<file path="config.mk">
export PLATFORM = sky130hd
export DESIGN_NAME = seg_shift_reg
export DESIGN_NICKNAME = d
export VERILOG_FILES = /design/src/rtl/seg_shift_pkg.sv /design/src/rtl/pulse_seq.sv /design/src/rtl/seg_unit.sv /design/src/rtl/seg_shift_reg.sv
export SDC_FILE = /design/constraint.sdc
export NUM_CORES = 1
export LEC_CHECK = 0
export BUFFER_PORTS_ARGS = -buffer_cell sky130_fd_sc_hd__buf_2
export CAP_MARGIN = 15
export CORE_ASPECT_RATIO = 0.7
export CORE_UTILIZATION = 59
export CTS_CLUSTER_DIAMETER = 150
export CTS_CLUSTER_SIZE = 25
export DETAILED_ROUTE_END_ITERATION = 16
export PLACE_DENSITY = 0.85
export SLEW_MARGIN = 20
export SYNTH_ARGS = -nofsm -noshare
export SYNTH_HDL_FRONTEND = slang
export SYNTH_SLANG_ARGS = --single-unit
</file>
<file path="constraint.sdc">
create_clock -name clk -period 2.9 [get_ports clk]
set_clock_uncertainty 0.2 [all_clocks]
set_input_delay 0.29 -clock clk [delete_from_list [all_inputs] [get_ports clk]]
set_output_delay 0.29 -clock clk [all_outputs]
set_load 0.05 [all_outputs]
</file>
<file path="src/rtl/seg_shift_pkg.sv">
package seg_shift_pkg;

    // Sequencer states for the pulse generator.
    typedef enum logic [1:0] {
        SQ_IDLE = 2'd0,
        SQ_HOLD = 2'd1,
        SQ_DATA = 2'd2
    } sq_state_t;

endpackage

</file>
<file path="src/rtl/pulse_seq.sv">
module pulse_seq
    import seg_shift_pkg::*;
#(
    parameter int SEG_W = 4
) (
    input  logic             clk,
    input  logic             rst,
    input  logic             shift_req,
    output logic             pulse_hold,
    output logic [SEG_W-1:0] pulse_data,
    output logic             busy
);
    localparam int POS_W = (SEG_W > 1) ? $clog2(SEG_W) : 1;
    localparam logic [POS_W-1:0] LAST_POS = POS_W'(SEG_W - 1);

    sq_state_t        state, state_nxt;
    logic [POS_W-1:0] pos, pos_nxt;

    // State register
    always_ff @(posedge clk) begin
        if (rst) begin
            state <= SQ_IDLE;
            pos   <= '0;
        end else begin
            state <= state_nxt;
            pos   <= pos_nxt;
        end
    end

    // Transitions
    always_comb begin
        state_nxt = state;
        pos_nxt   = pos;
        unique case (state)
            SQ_IDLE: begin
                if (shift_req) state_nxt = SQ_HOLD;    // T_START
            end
            SQ_HOLD: begin
                state_nxt = SQ_DATA;                   // T_OPEN
                pos_nxt   = LAST_POS;
            end
            SQ_DATA: begin
                if (pos == '0) begin
                    state_nxt = SQ_IDLE;               // T_DONE
                end else begin
                    pos_nxt   = pos - 1'b1;            // T_STEP
                end
            end
            default: state_nxt = SQ_IDLE;
        endcase
    end

    // Outputs: one pulse per cycle at most
    always_comb begin
        pulse_hold = 1'b0;
        pulse_data = '0;
        busy       = 1'b1;
        unique case (state)
            SQ_IDLE: busy = 1'b0;
            SQ_HOLD: pulse_hold = 1'b1;
            SQ_DATA: pulse_data[pos] = 1'b1;
            default: busy = 1'b0;
        endcase
    end

endmodule

</file>
<file path="src/rtl/seg_unit.sv">
module seg_unit #(
    parameter int SEG_W = 4
) (
    input  logic             clk,
    input  logic             rst,
    input  logic             seg_in,
    input  logic             pulse_hold,
    input  logic [SEG_W-1:0] pulse_data,
    output logic [SEG_W-1:0] data,
    output logic             hold
);
    // Holding stage: captures the last data bit before it is overwritten.
    always_ff @(posedge clk) begin
        if (rst)             hold <= 1'b0;
        else if (pulse_hold) hold <= data[SEG_W-1];
    end

    // Data stages, each open only during its own pulse.
    generate
        for (genvar p = 0; p < SEG_W; p++) begin : g_stage
            logic d_src;
            if (p == 0) begin : g_first
                assign d_src = seg_in;
            end else begin : g_inner
                assign d_src = data[p-1];
            end
            always_ff @(posedge clk) begin
                if (rst)                data[p] <= 1'b0;
                else if (pulse_data[p]) data[p] <= d_src;
            end
        end
    endgenerate

endmodule

</file>
<file path="src/rtl/seg_shift_reg.sv">
module seg_shift_reg #(
    parameter int SEG_W   = 4,
    parameter int NUM_SEG = 64,
    localparam int TOTAL  = SEG_W * NUM_SEG
) (
    input  logic             clk,
    input  logic             rst,
    input  logic             shift_req,
    input  logic             serial_in,
    output logic             serial_out,
    output logic             busy,
    output logic [TOTAL-1:0] par_out
);
    logic             pulse_hold;
    logic [SEG_W-1:0] pulse_data;
    logic [NUM_SEG:0] link;

    pulse_seq #(.SEG_W(SEG_W)) u_seq (
        .clk        (clk),
        .rst        (rst),
        .shift_req  (shift_req),
        .pulse_hold (pulse_hold),
        .pulse_data (pulse_data),
        .busy       (busy)
    );

    assign link[0] = serial_in;

    generate
        for (genvar s = 0; s < NUM_SEG; s++) begin : g_seg
            seg_unit #(.SEG_W(SEG_W)) u_seg (
                .clk        (clk),
                .rst        (rst),
                .seg_in     (link[s]),
                .pulse_hold (pulse_hold),
                .pulse_data (pulse_data),
                .data       (par_out[s*SEG_W +: SEG_W]),
                .hold       (link[s+1])
            );
        end
    endgenerate

    assign serial_out = par_out[TOTAL-1];

endmodule

</file>
Word-level counts from Yosys, hierarchy flattened
Index checks and enable logic that the tools add are counted.
{"block": "word_totals", "reg_bits": 323, "input_bits": 4, "out_inout_bits": 258, "wordCells": 346}
{"block": "classes", "addsub": 1, "order_cmp": 2, "n_eq_ne": 5, "n_mux": 10, "reduce_logical": 7}
{"cell": "two-way mux 2 bit", "n": 3}
{"cell": "one-hot mux 2 bit (3 select lines)", "n": 1}
{"cell": "logical NOT 2 bit", "n": 2}
{"cell": "two-way mux 4 bit", "n": 1}
{"cell": "!= test 2 bit, second input constant", "n": 2}
{"cell": "one-hot mux 2 bit (2 select lines)", "n": 1}
{"cell": "AND reduction 2 bit", "n": 2}
{"cell": "less-than comparator 2 x 3 -> 1 bit, second input constant", "n": 1}
{"cell": "two-way mux 1 bit", "n": 3}
{"cell": "demux 1 bit (select 2 bit)", "n": 1}
{"cell": "equality test 2 x 1 -> 1 bit, second input constant", "n": 1}
{"cell": "equality test 2 bit, second input constant", "n": 1}
{"cell": ">= comparator 2 x 1 -> 1 bit, second input constant", "n": 1}
{"cell": "!= test 2 x 1 -> 1 bit, second input constant", "n": 1}
{"cell": "nonzero test 2 bit", "n": 1}
{"cell": "OR reduction 2 bit", "n": 1}
{"cell": "subtractor 2 x 1 -> 2 bit, second input constant", "n": 1}
{"cell": "logical AND 1 bit", "n": 1}

Longest topological paths before layout
{"block": "logic_depth", "word_depth": 5, "depth_mapped": 8, "mapped_depth_nobuf": 5}

By module
A second synthesis with hierarchy kept.
{"block": "hier_totals", "cells_unflattened": 1188, "hier_area_um2": 12603.3}
{"mod": "seg_unit", "n_inst": 64, "cells_each": 18, "area_each_um2": 191.4, "seq_area_each_um2": 100.1}
{"mod": "pulse_seq", "n_inst": 1, "cells_each": 35, "area_each_um2": 344.1, "seq_area_each_um2": 80.1}
{"mod": "seg_shift_reg", "n_inst": 1, "cells_each": 1, "area_each_um2": 7.5, "seq_area_each_um2": 0.0}

Worst setup path after synthesis
No wires, ideal clock.
{"block": "synth_path", "kind": "register to register", "from": "register u_seq.state[0]", "to": "register u_seq.pos[1]", "setup_ns": 0.091, "arrival_time_ns": 1.348, "required_ns": 2.609, "setup_slack_ns": 1.261, "stages_incl_launch_ff": 5, "path_buffers": 0, "synth_period_minus_slack_ns": 1.639, "path_cell_list": "dfxtp_1 -> inv_1 -> ha_1 -> a21oi_1 -> a311oi_1"}
{"block": "synth_via", "elab_chain_len": 3, "elab_cells_between_ends": 6, "classes_between": "3 x eq/ne; 1 x mux; 2 x reduce/logical"}
{"element": "from (decl)", "line_no": "pulse_seq.sv:16", "rtl": "sq_state_t state, state_nxt;"}
{"element": "from (signal assigned)", "line_no": "pulse_seq.sv:25", "rtl": "state <= state_nxt;"}
{"element": "equality test 2 bit / equality test 2 x 1 -> 1 bit (equally long branches)", "line_no": "pulse_seq.sv:34", "rtl": "unique case (state)"}
{"element": "!= test 2 bit (no source line) / nonzero test 2 bit (equally long branches)"}
{"element": "AND reduction 2 bit (no source line)"}
{"element": "to (signal assigned)", "line_no": "pulse_seq.sv:26", "rtl": "pos <= pos_nxt;"}
{"element": "to (decl)", "line_no": "pulse_seq.sv:17", "rtl": "logic [POS_W-1:0] pos, pos_nxt;"}
Several ways; a longest one is shown, not always the timed one.
A chain may end at the register's enable or synchronous reset.

Worst setup path in the final report
{"block": "layout_path", "from": "register u_seq.state[0]", "to": "output port busy"}
{"block": "layout_via", "elab_chain_len": 3, "elab_cells_between_ends": 4, "classes_between": "2 x eq/ne; 1 x mux; 1 x reduce/logical"}
{"element": "equality test 2 x 1 -> 1 bit / equality test 2 bit (equally long branches)", "line_no": "pulse_seq.sv:58", "rtl": "unique case (state)"}
{"element": "OR reduction 2 bit (no source line) *"}
{"element": "two-way mux 1 bit *", "line_no": "pulse_seq.sv:58"}
{"element": "to (decl)", "line_no": "seg_shift_reg.sv:11", "rtl": "output logic busy,"}
Mark *: on every way between the ends. The rest lies on a longest branch, timed or not.

==> results.md <==
* Result of the run: complete, no violations
* Required time of the worst setup path at 2.41 ns
* DRC violation count after routing at 0
* Mean cell area of the mapped netlist at 8.53 um^2
* Minimum clock period after layout at 2.20 ns
* Clock tree from TritonCTS: yes
* Post-synthesis cell area at 13200 um^2
* RSZ-0062 raised after global routing: no
* Count of non-filler cells in the finished layout at 1834
* Number of nets in the finished design at 1564
* Wire length of the first global-routing pass at 46800 um
* Total wirelength of the detailed-routed design at 30200 um
* Post-CTS Setup Inserts at 0
* Number of buffers between clock root and the deepest sink at 3
* Routed wirelength normalized by instance count at 16.5 um
* Worst-path cell chain: inv_1 -> ha_1 -> buf_2
* Number of buffer and inverter instances along the worst setup path at 2
* Cell total after placement at 1814
* Starting Density at 60.4%
* Number of top-level design ports at 262
* Site row count at 45
* Critical path peak fanout at 5
* Number of nets in the synthesized netlist at 1554
* Number of detailed-routing iterations run before antenna repair at 6
* Number of vias per cell at 5.34
* Max stage delay cell, worst path: sky130_fd_sc_hd__dfxtp_1
* Launching element type of the critical path: flop
* Sum of overflow across all layers after global routing at 0
* Number of distinct library cell variants in the gate-level netlist after synthesis at 23
* Initial antenna violation count at 0
* Worst ir drop on vdd at 0.390 mV
* Met3 routing resource usage after global routing at 5.17%
* Maximum number of pins on one net before global-route repair at 89
* Start-to-end type of the worst setup path: flop to output port
* Top Usage Layer GRT: met2
* Share of final-layout standard cells stronger than drive strength 1 at 22.9%
* Sort of element at the end of the critical path: output port
* Number of max-cap violations at 0
* Root buffer selected by CTS: sky130_fd_sc_hd__clkbuf_16
* Part of the cycle the worst path needs at 76.0%
* Pin slew with the least headroom to its limit at 0.824 ns
* Area Growth Syn to Fin at 1.47%
* Core occupancy in the finished layout at 61.2%
* Met1 global-route usage at 34.4%
* Met2 capacity usage during global routing at 41.3%
* Reg-to-reg setup timing slack at 0.70 ns
* Cells after Synth at 1542
* Area of the placeable core at 21800 um^2
* Total routing usage reported by global routing at 25.2%
* Max Slew Vio Count at 0
* CTS clock-pin slew for the worst setup and hold paths at 0.10 ns
* DRT iter0 DRCs at 724
* Via count at 9794
* FF-to-FF Start: u_seq.state[0]$_SDFFE_PP0P_
* Final-report hold violation count at 0
* Power density over the cells at 542 nW/um^2
* Final hold slack at 0.0315 ns
* Arrival time of data at the critical path endpoint at 1.71 ns
* Largest stage delay on the critical path at 0.40 ns
* Worst path top cell family by delay: buffers and inverters
* Total Power Consumption at 7240 uW
* Number of buffers inserted during clock tree synthesis at 16
* Die width at 180 um
* Portion of the post-synthesis area used by sequential elements at 49.2%
* Post-detailed-placement half-perimeter wirelength at 19800 um
* Cells resized by post-CTS repair at 0
* Antenna violation net count after detailed routing at 0
* H-Tree Level Count at 1
* Diode count at 0
* End point of the worst hold path: g_seg[30].u_seg.data[3]$_SDFFE_PP0P_
* Headroom to the max-slew limit at 45.0%
* Setup violation total in the final timing report at 0
* Number of sinks handled by clock tree synthesis at 323
* Number of input and output port buffers inserted at 261
* Die area at 22900 um^2
* Synthesis-stage register bit count at 323
* Number of global-route vias before repair at 8749
* Routability congestion estimate from global placement at 0.793
* Leak at 0.00527 uW
* Die span in y at 127 um
* Yosys warns at 0
* Hold Crit Class: input pin to flop
* Number of hold buffers added after CTS at 2
* Hold-critical path depth at 2
* Path depth of the worst reg2reg path at 5
* Beginning of the worst hold path: rst
* Insertion delay of the later-clocked pin in the worst-skew pair at 0.50 ns
* Reg-to-Reg End: g_seg[56].u_seg.data[3]$_SDFFE_PP0P_
* Accumulated negative setup slack at 0 ns
* Max Freq at 454 MHz
metrics by stage:
stage                     cell area, um^2  worst slack, ns
after detailed placement            12900            0.707
final                               13300            0.696
after CTS                           13300            0.655
after global routing                13300            0.545
after floorplan                     13200             1.26
after global placement              12900            0.803
sequential cells by signal (all words and copies together), names as in the netlist:
signal	count
g_seg.u_seg.g_stage.d_src	192
g_seg.u_seg.data	64
g_seg.u_seg.hold	63
u_seq.pos	2
u_seq.state	2
cell type report:
type	count	area, um^2
Sequential cell	323	6470
Tap cell	282	353
Inverter	4	15.0
Multi-Input combinational cell	925	4500
Fill cell	1886	8450
Clock buffer	18	439
Timing Repair Buffer	282	1570
how the worst max path moves through the flow:
stage                     slack (ns)                              endpoint  cells past startpoint                        start
after floorplan                 1.26             u_seq.pos[1]$_SDFFE_PP0P_                      4  u_seq.state[0]$_SDFFE_PP0P_
after global placement          0.80  g_seg[40].u_seg.data[3]$_SDFFE_PP0P_                      6  u_seq.state[0]$_SDFFE_PP0P_
after detailed placement        0.71  g_seg[36].u_seg.data[3]$_SDFFE_PP0P_                      6  u_seq.state[0]$_SDFFE_PP0P_
after CTS                       0.65  g_seg[36].u_seg.data[3]$_SDFFE_PP0P_                      6  u_seq.state[0]$_SDFFE_PP0P_
after global routing            0.55  g_seg[36].u_seg.data[3]$_SDFFE_PP0P_                      5  u_seq.state[0]$_SDFFE_PP0P_
final                           0.70                                  busy                      3  u_seq.state[0]$_SDFFE_PP0P_
kinds of logic (layout without fill, tap and decap cells):
group	after synthesis	count (layout)	synth area share (%)
muxes	63	63	4.80
and+or+nand+nor	592	592	17.2
buffers and inverters	294	304	16.7
adders and majority gates	8	8	0.761
DFF	323	323	49.2
AOI/OAI and AO/OA	262	262	11.4
power breakdown:
| part | total [uW] | switching, uW | internal (uW) |
|---|---|---|---|
| combinational | 348 | 251 | 97.5 |
| clock | 2440 | 1360 | 1080 |
| sequential | 4450 | 8.43 | 4440 |
cells in the final DEF, fill, tap and decap left out:
master and n:
sky130_fd_sc_hd__a21oi_2 48, sky130_fd_sc_hd__a21oi_1 212, sky130_fd_sc_hd__buf_4 12, sky130_fd_sc_hd__nor2_1 64, sky130_fd_sc_hd__mux2i_1 63, sky130_fd_sc_hd__inv_1 4, sky130_fd_sc_hd__and2_4 3, sky130_fd_sc_hd__and2_2 1
sky130_fd_sc_hd__buf_8 1, sky130_fd_sc_hd__nand2_2 4, sky130_fd_sc_hd__dlygate4sd3_1 2, sky130_fd_sc_hd__a311oi_1 1, sky130_fd_sc_hd__a21o_1 1, sky130_fd_sc_hd__nor2b_1 1, sky130_fd_sc_hd__buf_12 7, sky130_fd_sc_hd__nand3_1 1
sky130_fd_sc_hd__clkbuf_8 1, sky130_fd_sc_hd__nand2_1 513, sky130_fd_sc_hd__ha_4 1, sky130_fd_sc_hd__nor3_1 3, sky130_fd_sc_hd__clkbuf_16 17, sky130_fd_sc_hd__ha_1 7, sky130_fd_sc_hd__buf_2 260, sky130_fd_sc_hd__nand2b_1 2
sky130_fd_sc_hd__dfxtp_1 323
cell usage after synthesis:
cell type	count	area (um^2)
sky130_fd_sc_hd__nand2_1	514	1930
sky130_fd_sc_hd__dfxtp_1	323	6470
sky130_fd_sc_hd__a21oi_1	212	1060
sky130_fd_sc_hd__buf_4	207	1550
sky130_fd_sc_hd__nor2_1	64	240
sky130_fd_sc_hd__mux2i_1	63	631
sky130_fd_sc_hd__a21oi_2	48	420
sky130_fd_sc_hd__buf_2	45	225
sky130_fd_sc_hd__buf_8	18	270
sky130_fd_sc_hd__clkbuf_1	16	60.1
sky130_fd_sc_hd__ha_1	8	100
sky130_fd_sc_hd__inv_1	4	15.0
sky130_fd_sc_hd__and2_4	3	26.3
sky130_fd_sc_hd__buf_12	3	60.1
sky130_fd_sc_hd__nand2_2	3	18.8
sky130_fd_sc_hd__nor3_1	3	15.0
sky130_fd_sc_hd__nand2b_1	2	12.5
sky130_fd_sc_hd__a21o_1	1	7.51
sky130_fd_sc_hd__a311oi_1	1	8.76
sky130_fd_sc_hd__and2_1	1	6.26
sky130_fd_sc_hd__buf_6	1	11.3
sky130_fd_sc_hd__nand3_1	1	5.00
sky130_fd_sc_hd__nor2b_1	1	6.26
metal layers:
layer,up-vias,wire (um)
met1,4672,13600
met2,362,13800
met5,-,0
met4,0,512
met3,35,2340
li1,4725,-
(Power assumes the default switching activity.)
